$ cat src/rtl/excl_incr_pkg.sv
package excl_incr_pkg;
    typedef enum logic [2:0] {
        ST_IDLE,
        ST_AR,
        ST_R,
        ST_WR,
        ST_B,
        ST_WAIT,
        ST_DONE,
        ST_ERR
    } eng_state_e;

    localparam logic [1:0] RESP_OKAY   = 2'b00;
    localparam logic [1:0] RESP_EXOKAY = 2'b01;
    localparam logic [2:0] SIZE_WORD   = 3'b010;
endpackage

$ cat src/rtl/excl_backoff.sv
module excl_backoff #(
    parameter int          CNT_W     = 8,
    parameter int          INIT_MASK = 3,
    parameter logic [15:0] SEED      = 16'hACE1
) (
    input  logic clk,
    input  logic rst_n,
    input  logic clr_i,
    input  logic load_i,
    output logic zero_o
);
    localparam logic [CNT_W-1:0] CAP = '1;

    logic [15:0]      lfsr;
    logic [CNT_W-1:0] win;
    logic [CNT_W-1:0] cnt;

    always_ff @(posedge clk) begin
        if (!rst_n) begin
            lfsr <= SEED;
        end else begin
            lfsr <= {lfsr[14:0], lfsr[15] ^ lfsr[13] ^ lfsr[12] ^ lfsr[10]};
        end
    end

    always_ff @(posedge clk) begin
        if (!rst_n) begin
            win <= CNT_W'(INIT_MASK);
            cnt <= '0;
        end else begin
            if (clr_i) begin
                win <= CNT_W'(INIT_MASK);
            end else if (load_i) begin
                win <= (win == CAP) ? CAP : {win[CNT_W-2:0], 1'b1};
            end
            if (load_i) begin
                cnt <= lfsr[CNT_W-1:0] & win;
            end else if (cnt != '0) begin
                cnt <= cnt - 1'b1;
            end
        end
    end

    assign zero_o = (cnt == '0);


    cnt_window_chk: assert property (@(posedge clk) disable iff (!rst_n)
        load_i |=> (cnt <= $past(win)));
endmodule

$ cat src/rtl/excl_wr_chan.sv
module excl_wr_chan (
    input  logic clk,
    input  logic rst_n,
    input  logic arm_i,
    input  logic awready_i,
    input  logic wready_i,
    output logic awvalid_o,
    output logic wvalid_o,
    output logic both_o
);
    logic aw_pend;
    logic w_pend;

    always_ff @(posedge clk) begin
        if (!rst_n) begin
            aw_pend <= 1'b0;
            w_pend  <= 1'b0;
        end else if (arm_i) begin
            aw_pend <= 1'b1;
            w_pend  <= 1'b1;
        end else begin
            if (aw_pend && awready_i) aw_pend <= 1'b0;
            if (w_pend && wready_i)   w_pend  <= 1'b0;
        end
    end

    assign awvalid_o = aw_pend;
    assign wvalid_o  = w_pend;
    assign both_o    = (!aw_pend || awready_i) && (!w_pend || wready_i);


    aw_hold_chk: assert property (@(posedge clk) disable iff (!rst_n)
        awvalid_o && !awready_i |=> awvalid_o);

    w_hold_chk: assert property (@(posedge clk) disable iff (!rst_n)
        wvalid_o && !wready_i |=> wvalid_o);
endmodule

$ cat src/rtl/excl_incr_engine.sv
module excl_incr_engine
    import excl_incr_pkg::*;
#(
    parameter int              ADDR_W    = 32,
    parameter int              ID_W      = 4,
    parameter logic [ID_W-1:0] TXN_ID    = '0,
    parameter int              MAX_FAILS = 3,
    parameter int              BACKOFF_W = 8,
    parameter logic [15:0]     LFSR_SEED = 16'hACE1
) (
    input  logic              clk,
    input  logic              rst_n,
    input  logic              start,
    input  logic [ADDR_W-1:0] addr_in,
    output logic              busy,
    output logic              done,
    output logic              err,
    output logic [31:0]       result,
    output logic              m_arvalid,
    input  logic              m_arready,
    output logic [ADDR_W-1:0] m_araddr,
    output logic [ID_W-1:0]   m_arid,
    output logic [7:0]        m_arlen,
    output logic [2:0]        m_arsize,
    output logic              m_arlock,
    input  logic              m_rvalid,
    output logic              m_rready,
    input  logic [31:0]       m_rdata,
    input  logic [1:0]        m_rresp,
    output logic              m_awvalid,
    input  logic              m_awready,
    output logic [ADDR_W-1:0] m_awaddr,
    output logic [ID_W-1:0]   m_awid,
    output logic [7:0]        m_awlen,
    output logic [2:0]        m_awsize,
    output logic              m_awlock,
    output logic              m_wvalid,
    input  logic              m_wready,
    output logic [31:0]       m_wdata,
    output logic [3:0]        m_wstrb,
    output logic              m_wlast,
    input  logic              m_bvalid,
    output logic              m_bready,
    input  logic [1:0]        m_bresp
);
    localparam int FAIL_W = $clog2(MAX_FAILS + 1);

    eng_state_e        state, state_nx;
    logic [ADDR_W-1:0] addr_q;
    logic [31:0]       data_q;
    logic [FAIL_W-1:0] fails_q;
    logic              rd_ok, rd_bad, b_fail, last_fail;
    logic              wr_arm, wr_both, bo_load, bo_clr, bo_zero;

    assign rd_ok     = (state == ST_R) && m_rvalid && !m_rresp[1];
    assign rd_bad    = (state == ST_R) && m_rvalid &&  m_rresp[1];
    assign b_fail    = (state == ST_B) && m_bvalid && (m_bresp == RESP_OKAY);
    assign last_fail = (fails_q == FAIL_W'(MAX_FAILS - 1));
    assign wr_arm    = rd_ok;
    assign bo_clr    = (state == ST_IDLE) && start;
    assign bo_load   = b_fail && !last_fail;

    excl_wr_chan u_wr (
        .clk       (clk),
        .rst_n     (rst_n),
        .arm_i     (wr_arm),
        .awready_i (m_awready),
        .wready_i  (m_wready),
        .awvalid_o (m_awvalid),
        .wvalid_o  (m_wvalid),
        .both_o    (wr_both)
    );

    excl_backoff #(
        .CNT_W     (BACKOFF_W),
        .INIT_MASK (3),
        .SEED      (LFSR_SEED)
    ) u_bo (
        .clk    (clk),
        .rst_n  (rst_n),
        .clr_i  (bo_clr),
        .load_i (bo_load),
        .zero_o (bo_zero)
    );

    always_comb begin
        state_nx = state;
        unique case (state)
            ST_IDLE: if (start) state_nx = ST_AR;
            ST_AR:   if (m_arready) state_nx = ST_R;
            ST_R: begin
                if (rd_bad)     state_nx = ST_ERR;
                else if (rd_ok) state_nx = ST_WR;
            end
            ST_WR:   if (wr_both) state_nx = ST_B;
            ST_B: begin
                if (m_bvalid) begin
                    if (m_bresp == RESP_EXOKAY)    state_nx = ST_DONE;
                    else if (m_bresp == RESP_OKAY) state_nx = last_fail ? ST_ERR : ST_WAIT;
                    else                           state_nx = ST_ERR;
                end
            end
            ST_WAIT: if (bo_zero) state_nx = ST_AR;
            ST_DONE: state_nx = ST_IDLE;
            ST_ERR:  state_nx = ST_IDLE;
            default: state_nx = ST_IDLE;
        endcase
    end

    always_ff @(posedge clk) begin
        if (!rst_n) state <= ST_IDLE;
        else        state <= state_nx;
    end

    always_ff @(posedge clk) begin
        if (!rst_n) begin
            addr_q  <= '0;
            data_q  <= '0;
            fails_q <= '0;
        end else begin
            if (bo_clr) begin
                addr_q  <= addr_in;
                fails_q <= '0;
            end
            if (rd_ok)  data_q  <= m_rdata + 32'd1;
            if (b_fail) fails_q <= fails_q + 1'b1;
        end
    end

    always_comb begin
        busy      = 1'b0;
        done      = 1'b0;
        err       = 1'b0;
        m_arvalid = 1'b0;
        m_rready  = 1'b0;
        m_bready  = 1'b0;
        unique case (state)
            ST_IDLE: ;
            ST_AR:   begin busy = 1'b1; m_arvalid = 1'b1; end
            ST_R:    begin busy = 1'b1; m_rready  = 1'b1; end
            ST_WR:   busy = 1'b1;
            ST_B:    begin busy = 1'b1; m_bready  = 1'b1; end
            ST_WAIT: busy = 1'b1;
            ST_DONE: done = 1'b1;
            ST_ERR:  err  = 1'b1;
            default: ;
        endcase
    end

    assign result   = data_q;
    assign m_araddr = addr_q;
    assign m_arid   = TXN_ID;
    assign m_arlen  = 8'd0;
    assign m_arsize = SIZE_WORD;
    assign m_arlock = 1'b1;
    assign m_awaddr = addr_q;
    assign m_awid   = TXN_ID;
    assign m_awlen  = 8'd0;
    assign m_awsize = SIZE_WORD;
    assign m_awlock = 1'b1;
    assign m_wdata  = data_q;
    assign m_wstrb  = 4'hF;
    assign m_wlast  = 1'b1;


    ar_hold_chk: assert property (@(posedge clk) disable iff (!rst_n)
        m_arvalid && !m_arready |=> m_arvalid && $stable(m_araddr));

    b_after_wr_chk: assert property (@(posedge clk) disable iff (!rst_n)
        m_bready |-> !m_awvalid && !m_wvalid);

    rerr_abort_chk: assert property (@(posedge clk) disable iff (!rst_n)
        m_rvalid && m_rready && m_rresp[1] |=> err && !m_awvalid && !m_wvalid);

    retry_limit_chk: assert property (@(posedge clk) disable iff (!rst_n)
        m_bvalid && m_bready && (m_bresp == RESP_OKAY) && last_fail |=> err);

    one_outcome_chk: assert property (@(posedge clk) disable iff (!rst_n)
        done |-> !err && !busy);

    start_ignore_chk: assert property (@(posedge clk) disable iff (!rst_n)
        busy && start |=> $stable(m_araddr));
endmodule

$ cat config.mk
export PLATFORM = sky130hd
export DESIGN_NAME = excl_incr_engine
export DESIGN_NICKNAME = d
export VERILOG_FILES = /design/src/rtl/excl_incr_pkg.sv /design/src/rtl/excl_backoff.sv /design/src/rtl/excl_wr_chan.sv /design/src/rtl/excl_incr_engine.sv
export SDC_FILE = /design/constraint.sdc
export NUM_CORES = 1
export LEC_CHECK = 0
export CAP_MARGIN = 30
export CORE_ASPECT_RATIO = 0.7
export CORE_UTILIZATION = 38
export CTS_CLUSTER_DIAMETER = 50
export CTS_CLUSTER_SIZE = 12
export DETAILED_ROUTE_END_ITERATION = 10
export PLACE_DENSITY = 0.78
export RECOVER_POWER = 100
export SLEW_MARGIN = 20
export SYNTH_ARGS = -nofsm -noshare
export SYNTH_HDL_FRONTEND = slang
export SYNTH_SLANG_ARGS = --single-unit
$ cat constraint.sdc
create_clock -name clk -period 1.6 [get_ports clk]
set_clock_uncertainty 0.15 [all_clocks]
set_input_delay 0.16 -clock clk [delete_from_list [all_inputs] [get_ports clk]]
set_output_delay 0.16 -clock clk [all_outputs]
set_load 0.01 [all_outputs]
Word-level counts from Yosys, hierarchy flattened:

Cells that the tools add are included.

* input bits: 76
* bits in registers: 103
* logic and storage cells: 87
* output and inout bits: 173

* bitwise operators: 5
* reductions and logical operators: 28
* add/subtract/negate cells: 3
* muxes and demuxes: 26
* equality and inequality tests: 16

Operators with widths (number)
* $add 32x1->32 const B: 1
* $mux 8: 3
* $mux 3: 7
* $pmux 3 s7: 1
* $eq 3x3->1 const B: 4
* $logic_and 1x1->1: 10
* $mux 1: 10
* $mux 2: 5
* $and 8x8->8: 1
* $eq 8x8->1 const B: 1
* $logic_not 8->1: 1
* $ne 2x2->1 const B: 4
* $reduce_bool 2->1: 4
* $reduce_bool 8->1: 1
* $sub 8x1->8 const B: 1
* $eq 3x2->1 const B: 2
* $reduce_and 6->1: 1
* $reduce_or 5->1: 1
* $logic_not 1->1: 4
* $reduce_or 2->1: 2
* $eq 3x1->1 const B: 1
* $logic_not 3->1: 1
* $ne 3x3->1 const B: 1
* $xor 1x1->1: 3
* 7 further kinds: 8

Longest topological paths before layout:

Gate-level depths: netlist of run 1.

* depth after elaboration: 6
* depth in mapped cells: 7
* gate-level depth less buffers: 7

Modules after synthesis:

A second synthesis of run 1 with hierarchy kept.

* cells, all modules: 638
* area, all modules: 5338.9 µm²

Modules (own cells, without submodules)
* excl_incr_engine: sequential area each 1381.3 µm², area an instance 4071.4 µm², cells each 516, times used 1
* excl_backoff: sequential area each 600.6 µm², area an instance 1181.1 µm², cells each 115, times used 1
* excl_wr_chan: sequential area each 40.0 µm², area an instance 86.3 µm², cells each 7, times used 1

Least setup slack after synthesis of run 1:

Ideal clock, no wire load.

* path kind: register to register
* start: reg state[2]
* end: reg u_bo.cnt[2]
* buffers on the path: 1
* clock period less this slack: 1.778 ns
* required time: 1.329 ns
* setup time: 0.121 ns
* cell stages (with the launch flop): 7
* slack: -0.178 ns
* arrival time: 1.507 ns
* cells stage by stage: dfxtp_1 nor3b_2 nand3_2 or2_2 buf_2 o21ai_0 a21oi_1

* word-level cells in the longest chain between the ends: 5
* elaborated cells on any way between the ends: 6
* those cells by class: 1 x eq/ne; 1 x mux; 4 x reduce/logical

RTL lines
* from (decl): line excl_incr_engine.sv:48 `eng_state_e state, state_nx;`
* from (signal assigned): line excl_incr_engine.sv:112 `else state <= state_nx;`
* $eq 3x3->1 *: line excl_incr_engine.sv:57 `assign b_fail = (state == ST_B) && m_bvalid && (m_bresp == RESP_OKAY);`
* $logic_and 1x1->1 * (2 in series): line excl_incr_engine.sv:57
* $logic_and 1x1->1 *: line excl_incr_engine.sv:61 `assign bo_load = b_fail && !last_fail;`
* $mux 8 / $reduce_bool 2->1 (equally long branches)
* to (signal assigned): line excl_backoff.sv:37 `cnt <= lfsr[CNT_W-1:0] & win;`
* to (signal assigned): line excl_backoff.sv:39 `cnt <= cnt - 1'b1;`
* to (decl): line excl_backoff.sv:16 `logic [CNT_W-1:0] cnt;`

Every way passes the cells marked *; elsewhere a longest branch is shown, timed or not.
A chain may end at the register's enable or synchronous reset.

Worst setup path after layout of run 1:

* start: reg state[0]
* end: reg data_q[1], in the netlist m_wdata[1]

* word-level cells in the longest chain between the ends: 3

RTL lines
* $eq 3x2->1: line excl_incr_engine.sv:55 `assign rd_ok = (state == ST_R) && m_rvalid && !m_rresp[1];`
* $logic_and 1x1->1 (2 in series): line excl_incr_engine.sv:55
* to (signal assigned): line excl_incr_engine.sv:125 `if (rd_ok) data_q <= m_rdata + 32'd1;`
* to (decl): line excl_incr_engine.sv:50 `logic [31:0] data_q;`

Every way passes these cells.

==> metrics.md, run 1 <==
| Metric | Value |
|---|---|
| IO Pins | around 250 |
| Post-synth EDFFs | 0 |
| Crit start category | register |
| DRT antenna net count | 0 |
| Antenna violations before repair | 0 |
| RSZ-0062 raised after global routing | yes |
| Max Cap Viol | 0 |
| Cell taking the most area after synthesis | dfxtp_1 |
| Placer congestion estimate | approximately 0.85 |
| WS Path Type | register to register |
| Residual DRC count | 0 |
| Layout cells sized above 1 | 0.298 |
| Minimum clock period | 1.72 ns |
| Count of buffers from port buffering | between 200 and 250 |
| First-pass GRT wire length | 23300 um |
| Post-Syn Area | 0.00538 mm2 |
| Crit. Startpoint | state[0] |
| Status | finished with violations |
| Mapped Avg Cell Area | 8.51 um2 |
| Library cells used by synthesis | 53 |
| Placed instance area | 0.00765 mm2 |
| Leakage | 3.85 nW |
| Post-route setup slack | -0.121 ns |
| Failing checks | negative setup slack |
| Layout Utilization | 0.668 |
| Core area | 0.0135 mm2 |
| Clock transition at path regs | 0.07 ns |
| Final WL | roughly 17000 um |
| Synth area leaders | dfxtp_1, buf_4, nand2_1 |
| Worst R2R Start | state[0] |
| # setup viols final | 76 |
| Synth top area share | 0.376 |
| DRC marker count from the first detailed-route iteration | 187 |
| Initial Utilization | 0.399 |
| Async SR Flop Fraction | 0 |
| Synth Instances | around 630 |
| Critical Path End | m_wdata[1] |
| Htree depth | 3 |
| Worst vdd ir | 0.000708 V |
| Worst Path Max Fanout | 7 |
| Final-layout fill cell count | 1037 |
| Req. time, crit path | 1.69 ns |
| Cell area after layout | 0.00901 mm2 |
| Reg2Reg Setup Slack | -0.12 ns |
| CTS max path bufs | 2 |
| Drt pass-1 iters | 4 |
| Total number of vias | 5132 |
| Largest net degree at the start of global routing | 56 |
| Overall Global Routing Usage | 0.205 |
| Crit. End Element | register |
| CTS tree | done |
| Yosys reg bits | just over 100 |
| Syn-to-layout area delta | 67.5% |
| Synth Flop Type | dfxtp_1 |
| Routed vias/inst | 4.78 |
| YS warnings | 0 |
| Final Max Slew Viols | 0 |
| CTS buffer count | 9 |
| WL/cell | 15.8 um |
| Final Cycle Share | 1.08 |
| Vias in the first global route | 4694 |
| Worst hold path class | input pin to register |
| DIE HEIGHT | 102 um |
| Hold Crit Start | m_rdata[15] |
| Die X | roughly 140 um |
| Fin nets | 964 |
| Worst skew pair latency | 0.34 ns |
| Final Hold Vio Count | 0 |
| Total Power | 0.0107 W |
| Max Clk Rate | 0.581 GHz |
| CTS sink cnt | 101 |
| Die area | 0.0146 mm2 |
| Inserted Diodes | 0 |
| Reg2reg end | m_wdata[1] |
| Critical Path AT | ~1.8 ns |
| Grt total ovfl | 0 |
| Cell count of the worst reg-to-reg path | 7 |
| Pwr Density | around 1200 mW/mm2 |
| Clk root buf | clkbuf_16 |
| Post-synthesis sequential area ratio | 0.376 |
| Row count | 35 |
| DP Wirelength | approximately 10000 um |
## Yosys cell counts (all sizes together), types with 5 or more instances
cell type and count:
buf 114, dfxtp 101, nand2 101, a21oi 40, a21boi 35, o21ai 32
xnor2 30, nor2 21, clkbuf 19, inv 16, nand3 16, nor3 15
and2 11, nand2b 9, nor4 9, o211a 8, xor2 5
## where the power goes
part	switching (W)	leakage [nW]	internal, W
Sequential	0.000363	0.828	0.00294
Combinational	0.00247	2.90	0.00283
Clock	0.000992	0.126	0.00106
Total	0.00383	3.85	0.00683
## critical path: stages, from the launching register on
cell and delay [ns]:
dfxtp_4 0.37, buf_6 0.13, nor3_4 0.15, and3b_2 0.29, buf_12 0.15, buf_12 0.13, mux2i_1 0.18, nor2b_1 0.06
## how the worst min path moves through the flow
stage / cells past startpoint / to / slack (ns)
after floorplan: 2 / m_araddr[20] / 0.15
after global placement: 1 / u_bo.lfsr[15] / 0.24
after detailed placement: 1 / u_bo.lfsr[15] / 0.25
after CTS: 3 / u_bo.lfsr[0] / 0.10
after global routing: 4 / m_wdata[15] / 0.11
final: 4 / m_wdata[15] / 0.11
## layer usage
metal,up-vias,track usage,routed length [um]
met1,2455,0.250,7080
li1,2491,-,-
met4,0,0.0534,201
met5,-,0,0
met2,169,0.359,8590
met3,17,0.0530,1090
## cell usage in the layout (no fill, tap or decap), types with 9 or more instances in the layout
| master | netlist | final |
|---|---|---|
| dfxtp_1 | 101 | 97 |
| clkdlybuf4s50_1 | 0 | 85 |
| buf_4 | 101 | 82 |
| nand2_1 | 101 | 73 |
| clkdlybuf4s25_1 | 0 | 69 |
| conb_1 | 2 | 37 |
| a21oi_1 | 39 | 33 |
| dlygate4sd2_1 | 0 | 31 |
| xnor2_1 | 30 | 29 |
| a21boi_1 | 0 | 26 |
| buf_6 | 3 | 23 |
| nand2_4 | 0 | 20 |
| nor2_1 | 20 | 18 |
| inv_1 | 16 | 15 |
| clkbuf_16 | 0 | 14 |
| o21ai_2 | 0 | 13 |
| buf_12 | 0 | 13 |
| dlymetal6s2s_1 | 0 | 11 |
| o21ai_0 | 32 | 10 |
| nand3_1 | 13 | 9 |
## area by class of cell
cell class	count	area [um2]	share of cell area
Timing Repair Buffer	338	3370	0.373
Multi-Input combinational cell	418	3050	0.338
Sequential cell	101	2030	0.225
Tap cell	185	231	0.0257
Clock buffer	10	229	0.0254
Inverter	16	62.6	0.00694
Clock inverter	6	45.0	0.00500
## metrics by stage
step | worst slack, ns | hold slack, ns | TNS (ns) | instances
3_3_place_gp | -0.519 | 0.238 | -14.71 | 1011
5_1_grt | -0.175 | 0.113 | -7.74 | 1074
3_5_place_dp | -0.559 | 0.255 | -17.59 | 1011
4_1_cts | -0.0719 | 0.101 | -1.20 | 1052
6_report | -0.121 | 0.111 | -3.10 | 1074
2_1_floorplan | -0.00360 | 0.155 | -0.0272 | 667
## kinds of logic (layout without fill, tap and decap cells)
logic type | Yosys count | in the layout | synth area share
compound gates | 128 | 128 | 0.150
xor+xnor | 35 | 35 | 0.0570
fa+ha+maj | 4 | 4 | 0.00930
buf+inv | 149 | 370 | 0.181
flops | 101 | 101 | 0.376
mux | 5 | 5 | 0.00977
other cells | 2 | 37 | 0.00140
simple gates | 208 | 209 | 0.216
## flip-flops by register name, summed over array words and instances (netlist names)
signal	count
m_araddr	32
m_wdata	32
u_bo.lfsr	16
u_bo.cnt	8
u_bo.win	6
state	3
fails_q	2
u_wr.awvalid_o	1
u_wr.wvalid_o	1
## timing repair
item                                    in CTS  in global routing
pin swaps                                   19                 66
endpoints found under the setup margin     107                163
setup buffers                               17                 23
gates cloned                                 8                  5
hold buffers                                 0                  0
gates resized for setup                    125                236
(Power assumes the default switching activity.)
==> run 2, diff against run 1 <==
CAP_MARGIN = 10   (was 30)
CORE_UTILIZATION = 50   (was 38)
DONT_BUFFER_PORTS = 1   (was not set)
PLACE_DENSITY = 0.68   (was 0.78)
==> run 2 against run 1 <==
- non-clock buffer count fell by 245
- core utilization fell by 6.6 points
- die area fell by 24%
- largest power group is now registers
- the flow finishes with violations (negative hold slack, negative setup slack)
- clock-buffer cell count did not move
- critical endpoint is now u_bo.cnt[6]
- flip-flop and latch count did not move
- sequential share of layout area rose by 9.9 points
==> metrics.md, run 2 (same netlist as run 1, synthesis figures left out) <==
| Metric | Value |
|---|---|
| Count of buffers from port buffering | 0 (-100%) |
| Htree depth | 3 (unchanged) |
| Fin nets | 719 (-25%) |
| Critical Path AT | 1.71 ns (-0.10 ns) |
| # hold bufs at CTS | 39 (+39) |
| Seq pwr share | 0.404 (+0.094) |
| Drt pass-1 iters | 4 (unchanged) |
| WS Path Type | register to register |
| Minimum clock period | 1.65 ns (-0.0674 ns) |
| Worst hold path class | input pin to register |
| Failing checks | negative hold slack, negative setup slack |
| Pwr Density | 1420 mW/mm2 (+20%) |
| Post-route setup slack | -0.0538 ns (+0.0674 ns) |
| DRT antenna net count | 0 (unchanged) |
| Total Power | 0.00890 W (-17%) |
| WL/cell | 16.5 um (+4.3%) |
| Final WL | 12800 um (-25%) |
| Routed vias/inst | 5.40 (+13%) |
| Overall Global Routing Usage | 0.215 (+0.0102) |
| Inserted Diodes | 0 (unchanged) |
| Most frequent cells in the layout | nand2_1, dfxtp_1, dlygate4sd3_1 |
| Vias in the first global route | 3860 (-18%) |
| CTS max path bufs | 2 (unchanged) |
| Grt total ovfl | 0 (unchanged) |
| Total number of vias | 4187 (-18%) |
| Worst Path Max Fanout | 6 (-1) |
| Clk pwr share | 0.280 (+0.087) |
| First-pass GRT wire length | 18900 um (-19%) |
| Req. time, crit path | 1.66 ns (-0.03 ns) |
| Worst skew pair latency | 0.34 ns (about the same) |
| CTS tree | done |
| Layout Utilization | 0.603 (-0.0656) |
| Clock transition at path regs | 0.07 ns (about the same) |
| Max Clk Rate | 0.605 GHz (+4.1%) |
| Worst vdd ir | 0.000687 V (-2.9%) |
| Residual DRC count | 0 (unchanged) |
| RSZ-0062 raised after global routing | yes |
| Final-layout fill cell count | 891 (-14%) |
| CTS sink cnt | 101 (unchanged) |
| DIE HEIGHT | 88.8 um (-13%) |
| Final Max Slew Viols | 0 (unchanged) |
| Final Hold Vio Count | 79 (+79) |
| Die X | 126 um (-13%) |
| Combinational power share | 0.316 (-0.181) |
| Placer congestion estimate | 0.850 (+0.15%) |
| Switch Pwr | 0.00300 W (-22%) |
| Final Cycle Share | 1.03 (-0.0421) |
| DP Wirelength | 8280 um (-20%) |
| Core area | 0.0104 mm2 (-23%) |
| Layout cells sized above 1 | 0.217 (-0.0807) |
| IO Pins | 249 (unchanged) |
| Crit start category | register |
| Status | finished with violations |
| Largest net degree at the start of global routing | 96 (+71%) |
| Syn-to-layout area delta | 16.4% |
| Antenna violations before repair | 0 (unchanged) |
| Die area | 0.0112 mm2 (-24%) |
| Max Cap Viol | 0 (unchanged) |
| Clk root buf | clkbuf_16 |
| Final hold slack | -0.188 ns (-0.299 ns) |
| Crit. End Element | register |
| Leakage | 2.48 nW (-36%) |
| Initial Utilization | 0.518 (+0.119) |
| CTS buffer count | 9 (unchanged) |
| Sw Share | 0.337 (-0.0221) |
| Row count | 31 (-11%) |
| DRC marker count from the first detailed-route iteration | 148 (-21%) |
| Cell-internal power | 0.00590 W (-14%) |
| # setup viols final | 19 (-75%) |
-- run 2: cell count changes in the layout (fill, tap and decap cells not counted), sizes merged --
cell	before	now
buf	127	50
bufinv	0	3
clkbuf	25	14
clkdlybuf4s25	69	0
clkdlybuf4s50	85	0
clkinv	1	2
clkinvlp	3	0
dlygate4sd2	31	0
dlygate4sd3	0	39
dlymetal6s2s	11	0
inv	18	17
-- run 2: worst paths after layout --
path | from | to | slack (ns) | depth (start not counted)
worst max register to register | state[1] | u_bo.cnt[6] | -0.05 | 6
worst min register to register | u_bo.win[7] | u_bo.win[7] | 0.31 | 2
worst min-delay path | rst_n | fails_q[1] | -0.19 | 1
worst max-delay path | state[1] | u_bo.cnt[6] | -0.05 | 6
-- run 2: cell type report --
cell class,instances,area [um2],share of cell area
multi-input cells,418,2710,0.432
flip-flops and latches,101,2030,0.324
repair buffers,93,955,0.152
clock buffers,10,239,0.0381
well taps,132,165,0.0264
clock inverters,6,109,0.0174
inverters,16,60.1,0.00959
-- run 2: power groups by stage --
stage / clock, W / sequential, W / combinational [W]
final: 0.00249 / 0.00360 / 0.00281
after global placement: 0 / 0.00361 / 0.00218
after detailed placement: 0 / 0.00362 / 0.00230
after global routing: 0.00263 / 0.00366 / 0.00311
after floorplan: 0 / 0.00339 / 0.00208
after CTS: 0.00255 / 0.00358 / 0.00256
-- run 2: timing repair --
item	in CTS	in global routing
resized for setup	31	44
gates cloned	1	4
pin swaps	9	15
hold endpoints to repair	99	81
endpoints found under the setup margin	63	83
buffers inserted	5	8
-- run 2: worst max-delay path: stages, from the launching register on --
cell	delay, ns
dfxtp_2	0.33
buf_6	0.13
nor3b_4	0.24
nand3_4	0.14
or2_4	0.31
a21oi_2	0.14
nor3b_1	0.07
-- run 2: stage by stage --
step	std cells	setup TNS, ns	hold slack [ns]	area [um2]	worst slack (ns)
final	776	-0.528	-0.188	6260	-0.0538
after floorplan	667	-0.0272	0.155	5560	-0.00360
after CTS	764	-0.210	-0.233	6030	-0.0359
after detailed placement	704	-2.46	0.0900	5150	-0.0961
after global routing	776	-4.41	-0.215	6260	-0.125
after global placement	704	-1.20	0.0855	5150	-0.0578
-- run 2: metal layers --
| metal | part of all wire | wire (um) | vias up | global-route usage |
|---|---|---|---|---|
| li1 | - | - | 1994 | - |
| met1 | 0.40 | 5170 | 1987 | 0.235 |
| met2 | 0.51 | 6470 | 188 | 0.409 |
| met3 | 0.074 | 949 | 18 | 0.0611 |
| met4 | 0.015 | 193 | 0 | 0.0657 |
| met5 | 0 | 0 | - | 0 |
